[config.mk]
export PLATFORM = sky130hd
export DESIGN_NAME = mp_irq_router
export DESIGN_NICKNAME = d
export VERILOG_FILES = /design/src/rtl/mp_irq_pkg.sv /design/src/rtl/mp_irq_cpu_regs.sv /design/src/rtl/mp_irq_master.sv /design/src/rtl/mp_irq_lvl_enc.sv /design/src/rtl/mp_irq_router.sv
export SDC_FILE = /design/constraint.sdc
export NUM_CORES = 1
export LEC_CHECK = 0
export BUFFER_PORTS_ARGS = -buffer_cell sky130_fd_sc_hd__buf_2
export CORE_ASPECT_RATIO = 1.75
export CORE_MARGIN = 3
export CORE_UTILIZATION = 50
export CTS_CLUSTER_DIAMETER = 30
export DETAILED_ROUTE_END_ITERATION = 7
export PLACE_DENSITY = 0.71
export SLEW_MARGIN = 30
export SYNTH_ARGS = -nofsm -noshare
export SYNTH_HDL_FRONTEND = slang
export SYNTH_HIERARCHICAL = 1
export SYNTH_SLANG_ARGS = --single-unit
export TNS_END_PERCENT = 1
[constraint.sdc]
create_clock -name clk_i -period 5.5 [get_ports clk_i]
set_input_delay 1.1 -clock clk_i [delete_from_list [all_inputs] [get_ports clk_i]]
set_output_delay 1.1 -clock clk_i [all_outputs]
set_load 0.05 [all_outputs]
[src/rtl/mp_irq_pkg.sv]
package mp_irq_pkg;
  localparam int ADDR_W     = 8;
  localparam int DATA_W     = 32;
  localparam int LVL_W      = 4;
  localparam int CPU_STRIDE = 16;
  localparam int OFS_PEND   = 0;
  localparam int OFS_CLR    = 4;
  localparam int OFS_SET    = 8;
  localparam logic [ADDR_W-1:0] MST_PEND_A = 8'h40;
  localparam logic [ADDR_W-1:0] MST_MASK_A = 8'h44;
  localparam logic [ADDR_W-1:0] MST_CLR_A  = 8'h48;
  localparam logic [ADDR_W-1:0] MST_SET_A  = 8'h4C;
  localparam logic [ADDR_W-1:0] MST_TGT_A  = 8'h50;
  localparam int GLOBAL_BIT = 31;

  typedef logic [15:0] lvl_vec_t;

  // Fixed level of each device source bit; 0 marks a non-source bit.
  function automatic logic [LVL_W-1:0] src_level(input int b);
    if (b >= 7 && b <= 13) return LVL_W'(b - 6);
    case (b)
      14, 15:     return 4'd12;
      16:         return 4'd6;
      17:         return 4'd13;
      18:         return 4'd4;
      19:         return 4'd10;
      20:         return 4'd8;
      21, 22:     return 4'd11;
      28, 29, 30: return 4'd15;
      default:    return 4'd0;
    endcase
  endfunction

  function automatic logic [DATA_W-1:0] src_valid_mask();
    logic [DATA_W-1:0] m;
    m = '0;
    for (int b = 0; b < DATA_W; b++) m[b] = (src_level(b) != 4'd0);
    return m;
  endfunction

  localparam logic [DATA_W-1:0] SRC_VALID = src_valid_mask();

  function automatic logic [LVL_W-1:0] top_level(input lvl_vec_t v);
    logic [LVL_W-1:0] r;
    r = '0;
    for (int i = 1; i < 16; i++) if (v[i]) r = LVL_W'(i);
    return r;
  endfunction
endpackage

[src/rtl/mp_irq_cpu_regs.sv]
module mp_irq_cpu_regs
  import mp_irq_pkg::*;
#(
  parameter int CPU_IDX = 0
) (
  input  logic                clk_i,
  input  logic                rst_ni,
  input  logic                reg_wr_i,
  input  logic [ADDR_W-1:0]   reg_addr_i,
  input  logic [15:0]         wdata_hi_i,
  output lvl_vec_t            soft_o
);
  localparam logic [ADDR_W-1:0] CLR_A = ADDR_W'(CPU_IDX * CPU_STRIDE + OFS_CLR);
  localparam logic [ADDR_W-1:0] SET_A = ADDR_W'(CPU_IDX * CPU_STRIDE + OFS_SET);

  lvl_vec_t soft_q, clr_bits, set_bits;

  assign clr_bits = (reg_wr_i && reg_addr_i == CLR_A) ? wdata_hi_i : '0;
  assign set_bits = (reg_wr_i && reg_addr_i == SET_A) ? wdata_hi_i : '0;

  always_ff @(posedge clk_i or negedge rst_ni) begin
    if (!rst_ni) soft_q <= '0;
    else         soft_q <= ((soft_q & ~clr_bits) | set_bits) & 16'hFFFE;
  end

  assign soft_o = soft_q;
endmodule

[src/rtl/mp_irq_master.sv]
module mp_irq_master
  import mp_irq_pkg::*;
#(
  parameter int NUM_CPUS = 4,
  parameter int TGT_W    = (NUM_CPUS > 1) ? $clog2(NUM_CPUS) : 1
) (
  input  logic                          clk_i,
  input  logic                          rst_ni,
  input  logic                          reg_wr_i,
  input  logic [ADDR_W-1:0]             reg_addr_i,
  input  logic [DATA_W-1:0]             reg_wdata_i,
  input  logic [DATA_W-1:0]             dev_irq_i,
  output logic [DATA_W-1:0]             pend_o,
  output logic [DATA_W-1:0]             mask_o,
  output logic [TGT_W-1:0]              target_o,
  output lvl_vec_t [NUM_CPUS-1:0]       hard_o
);
  logic [DATA_W-1:0] mask_q, eff;
  logic [TGT_W-1:0]  target_q;
  lvl_vec_t          routed;

  always_ff @(posedge clk_i or negedge rst_ni) begin
    if (!rst_ni) begin
      mask_q   <= '1;
      target_q <= '0;
    end else if (reg_wr_i) begin
      if (reg_addr_i == MST_CLR_A) mask_q <= mask_q & ~reg_wdata_i;
      if (reg_addr_i == MST_SET_A) mask_q <= mask_q | reg_wdata_i;
      if (reg_addr_i == MST_TGT_A && reg_wdata_i < DATA_W'(NUM_CPUS))
        target_q <= reg_wdata_i[TGT_W-1:0];
    end
  end

  assign pend_o = dev_irq_i & SRC_VALID;
  assign eff    = mask_q[GLOBAL_BIT] ? '0 : (pend_o & ~mask_q);

  always_comb begin
    routed = '0;
    for (int b = 0; b < DATA_W; b++)
      if (eff[b]) routed[src_level(b)] = 1'b1;
  end

  for (genvar c = 0; c < NUM_CPUS; c++) begin : g_route
    assign hard_o[c] = (target_q == TGT_W'(c)) ? routed : '0;
  end

  assign mask_o   = mask_q;
  assign target_o = target_q;
endmodule

[src/rtl/mp_irq_lvl_enc.sv]
module mp_irq_lvl_enc
  import mp_irq_pkg::*;
#(
  parameter int NUM_CPUS = 4
) (
  input  logic                          clk_i,
  input  logic                          rst_ni,
  input  lvl_vec_t [NUM_CPUS-1:0]       soft_i,
  input  lvl_vec_t [NUM_CPUS-1:0]       hard_i,
  output logic [LVL_W*NUM_CPUS-1:0]     level_o
);
  for (genvar c = 0; c < NUM_CPUS; c++) begin : g_cpu
    logic [LVL_W-1:0] lvl_q;
    always_ff @(posedge clk_i or negedge rst_ni) begin
      if (!rst_ni) lvl_q <= '0;
      else         lvl_q <= top_level(soft_i[c] | hard_i[c]);
    end
    assign level_o[LVL_W*c +: LVL_W] = lvl_q;
  end
endmodule

[src/rtl/mp_irq_router.sv]
module mp_irq_router
  import mp_irq_pkg::*;
#(
  parameter int NUM_CPUS = 4
) (
  input  logic                       clk_i,
  input  logic                       rst_ni,
  input  logic [7:0]                 reg_addr_i,
  input  logic                       reg_wr_i,
  input  logic [31:0]                reg_wdata_i,
  output logic [31:0]                reg_rdata_o,
  input  logic [31:0]                dev_irq_i,
  output logic [4*NUM_CPUS-1:0]      cpu_level_o
);
  localparam int TGT_W = (NUM_CPUS > 1) ? $clog2(NUM_CPUS) : 1;

  lvl_vec_t [NUM_CPUS-1:0] soft_w, hard_w;
  logic [DATA_W-1:0]       pend_w, mask_w;
  logic [TGT_W-1:0]        target_w;

  for (genvar c = 0; c < NUM_CPUS; c++) begin : g_cpu
    mp_irq_cpu_regs #(.CPU_IDX(c)) cpu_regs_i (
      .clk_i      (clk_i),
      .rst_ni     (rst_ni),
      .reg_wr_i   (reg_wr_i),
      .reg_addr_i (reg_addr_i),
      .wdata_hi_i (reg_wdata_i[31:16]),
      .soft_o     (soft_w[c])
    );
  end

  mp_irq_master #(.NUM_CPUS(NUM_CPUS), .TGT_W(TGT_W)) master_i (
    .clk_i       (clk_i),
    .rst_ni      (rst_ni),
    .reg_wr_i    (reg_wr_i),
    .reg_addr_i  (reg_addr_i),
    .reg_wdata_i (reg_wdata_i),
    .dev_irq_i   (dev_irq_i),
    .pend_o      (pend_w),
    .mask_o      (mask_w),
    .target_o    (target_w),
    .hard_o      (hard_w)
  );

  mp_irq_lvl_enc #(.NUM_CPUS(NUM_CPUS)) lvl_enc_i (
    .clk_i   (clk_i),
    .rst_ni  (rst_ni),
    .soft_i  (soft_w),
    .hard_i  (hard_w),
    .level_o (cpu_level_o)
  );

  always_comb begin
    reg_rdata_o = '0;
    for (int c = 0; c < NUM_CPUS; c++)
      if (reg_addr_i == ADDR_W'(c * CPU_STRIDE + OFS_PEND))
        reg_rdata_o = {soft_w[c], hard_w[c]};
    if (reg_addr_i == MST_PEND_A) reg_rdata_o = pend_w;
    if (reg_addr_i == MST_MASK_A) reg_rdata_o = mask_w;
    if (reg_addr_i == MST_TGT_A)  reg_rdata_o = DATA_W'(target_w);
  end
endmodule

==> results.sh <==
export IMPL_status="finished, final reports clean"
export IMPL_synth_ff_type="dfrtp_1"
export IMPL_hold_depth=1
export IMPL_num_rows=63
export IMPL_drive_gt1_frac=0.282
export IMPL_worstHoldStart="g_cpu[3].cpu_regs_i/soft_o[14]"
export IMPL_stdcell_count=1259
export IMPL_io_buffer_count=109
export IMPL_gr_usage_all_layers=0.317
export IMPL_slowest_stage="nor3_2"
export IMPL_tightestPinTransition_ns=0.760
export IMPL_grt_pass1_vias=8015
export IMPL_ff2ff_setup_slack_ns=2.98
export IMPL_dr_total_vias=8406
export IMPL_floorplan_die_area_um2=19300
export IMPL_rsz0062_at_grt="no"
export IMPL_coreArea_um2=17100
export IMPL_ys_warn_count=6
export IMPL_clk_latency_ns=0.36
export IMPL_reg2reg_depth=6
export IMPL_dp_cells=1242
export IMPL_drv_cap=0
export IMPL_clock_skew_ns=0.00737
export IMPL_synth_area_leaders="dfrtp_1 (22%), dfstp_2 (9.6%), nor2_1 (8.1%), mux4_2 (7.9%), mux2_4 (5.1%)"
export IMPL_synth_edf_count=0
export IMPL_num_antenna_cells=0
export IMPL_die_width_um=106
export IMPL_drt_initial_drc_count=915
export IMPL_cts_root_buffer="clkbuf_16"
export IMPL_max_freq_ghz=0.226
export IMPL_post_cts_buffers=0
export IMPL_peakVddDrop_uv=140
export IMPL_synth_area_per_cell_um2=8.97
export IMPL_hold_end="g_cpu[3].cpu_regs_i/soft_o[14]"
export IMPL_initial_core_util=0.514
export IMPL_postCtsHoldBufs=0
export IMPL_hpwl_um=22900
export IMPL_vias_per_cell=6.68
export IMPL_fin_setup_tns_ns=0
export IMPL_overflow=0
export IMPL_path_clk_slew_ns=0.07
export IMPL_worst_ep_arrival_time_ns=3.32
export IMPL_wirelength_um=30500
export IMPL_worst_slew_margin_rel=0.489
export IMPL_ys_seq_elements=110
export IMPL_synthToLayoutAreaGrowth_pct=7.99
export IMPL_ant_nets=0
export IMPL_place_area_um2=9170
export IMPL_drc=0
export IMPL_slowest_delay_ns=0.51
export IMPL_crit_chain="buf_2 -> or3b_4 -> nor3_2 -> buf_4 -> o21ai_0 -> a22oi_1 -> buf_2"
export IMPL_finalMaxSlewViolations=0
export IMPL_hold_path_class="reg -> reg"
export IMPL_routedWlPerCell_um=24.2
export IMPL_endpoint_kind="primary output"
export IMPL_cts_sinks=110
export IMPL_setup_viol=0
export IMPL_grt_max_degree=70
export IMPL_cp_common_cell="buf_2"
export IMPL_routabilityCongestion=1.00
export IMPL_io_pins=123
export IMPL_grt_pass1_wl_um=47000
export IMPL_total_power_mw=1.79
export IMPL_antenna_found_initial=2
export IMPL_ys_types=63
export IMPL_cts_made_buffers=9
export IMPL_r2r_end="lvl_enc_i/g_cpu[1].lvl_q[0]"
export IMPL_path_class="in -> out"
export IMPL_hold_viol=0
export IMPL_cts_tree="yes"
export IMPL_netlist_area_um2=8790
export IMPL_period_minus_slack_ns=4.42
export IMPL_cts_resized=0
export IMPL_start_kind="input port"
export IMPL_r2r_start="master_i/target_o[1]"
export IMPL_p_per_area_nw_per_um2=189
export IMPL_p_leak_nw=4.31
export IMPL_async_flop_share=1.00
export IMPL_dieHeight_um=181
export IMPL_final_area_um2=9490
export IMPL_cp_data_required_time_ns=4.40
export IMPL_dr_pass1_iters=6
export IMPL_synth_cells=980
export IMPL_final_net_count=1102
export IMPL_yosysTopAreaCellShare=0.222
export IMPL_clockBufferDepth=2
export IMPL_cts_htree_levels=3
export IMPL_min_period_over_period=0.804
export IMPL_worstPathMaxFanout=13
export IMPL_synth_largest_area_cell="dfrtp_1"
export IMPL_ys_seq_area_frac=0.318
-- power breakdown --
group	switching (mW)	total, mW	internal (mW)
registers	0.00460	0.823	0.819
logic	0.211	0.307	0.0960
clock network	0.315	0.664	0.349
total	0.531	1.79	1.26
-- stage by stage --
step	util	worst slack (ns)	hold slack (ns)
finish	0.555	1.08	0.555
global route	0.555	0.912	0.597
CTS	0.553	1.11	0.557
detailed placement	0.536	1.10	0.549
global placement	0.534	1.13	0.533
floorplan	-	1.43	0.497
-- routing by layer --
metal | global-route usage | wire (um)
met1 | 0.377 | 11200
met2 | 0.536 | 15100
met3 | 0.0415 | 2040
met4 | 0.197 | 2080
met5 | 0 | 0
-- worst max-delay path, delay by kind of cell --
kind	cells	cell delay, ns
and+or+nand+nor	2	0.96
AOI/OAI and AO/OA	2	0.34
buffers and inverters	3	0.92
-- logic make-up (layout without fill, tap and decap cells) --
family          count (synthesis)  count (layout)  synth area share
simple gates                  378             378             0.208
compound gates                265             265             0.231
buf+inv                       155             183             0.103
flops                         110             110             0.318
mux                            67              67             0.138
other cells                     5              29           0.00214
-- worst max-delay path by stage --
stage | from | endpoint | slack [ns] | depth (start not counted)
after floorplan | reg_addr_i[1] | reg_rdata_o[21] | 1.43 | 5
after global placement | reg_addr_i[6] | reg_rdata_o[12] | 1.13 | 7
after detailed placement | reg_addr_i[6] | reg_rdata_o[16] | 1.10 | 7
after CTS | reg_addr_i[6] | reg_rdata_o[16] | 1.11 | 7
after global routing | reg_addr_i[6] | reg_rdata_o[12] | 0.91 | 7
final | reg_addr_i[6] | reg_rdata_o[19] | 1.08 | 7
-- cells in the mapped netlist, drive strengths merged (30+ instances only) --
library cell,number
a41o,38
a41oi,45
nand2,78
a22oi,30
o21ai,80
dfstp,32
nor4,32
clkbuf,35
mux2,34
mux4,31
dfrtp,78
buf,87
inv,31
nor2,189
-- placed cells by master, fill, tap and decap left out, types with 24 or more instances in the layout --
master	instances
a22oi_1	30
a41o_1	30
a41oi_1	45
buf_2	108
buf_4	24
conb_1	29
dfrtp_1	78
dfstp_2	32
inv_1	26
mux2_4	30
mux4_2	31
nand2_1	78
nor2_1	189
nor4_1	31
o21ai_0	47
o21ai_1	33
-- final cells by class --
type / count / area, um^2
tap: 227 / 284
multi-input combinational: 739 / 5210
sequential: 110 / 2790
timing repair buffer: 136 / 791
clock inverter: 4 / 27.5
clock buffer: 12 / 268
fill: 1590 / 7620
inverter: 31 / 116
Note: power is estimated with default switching activity, not from simulation.
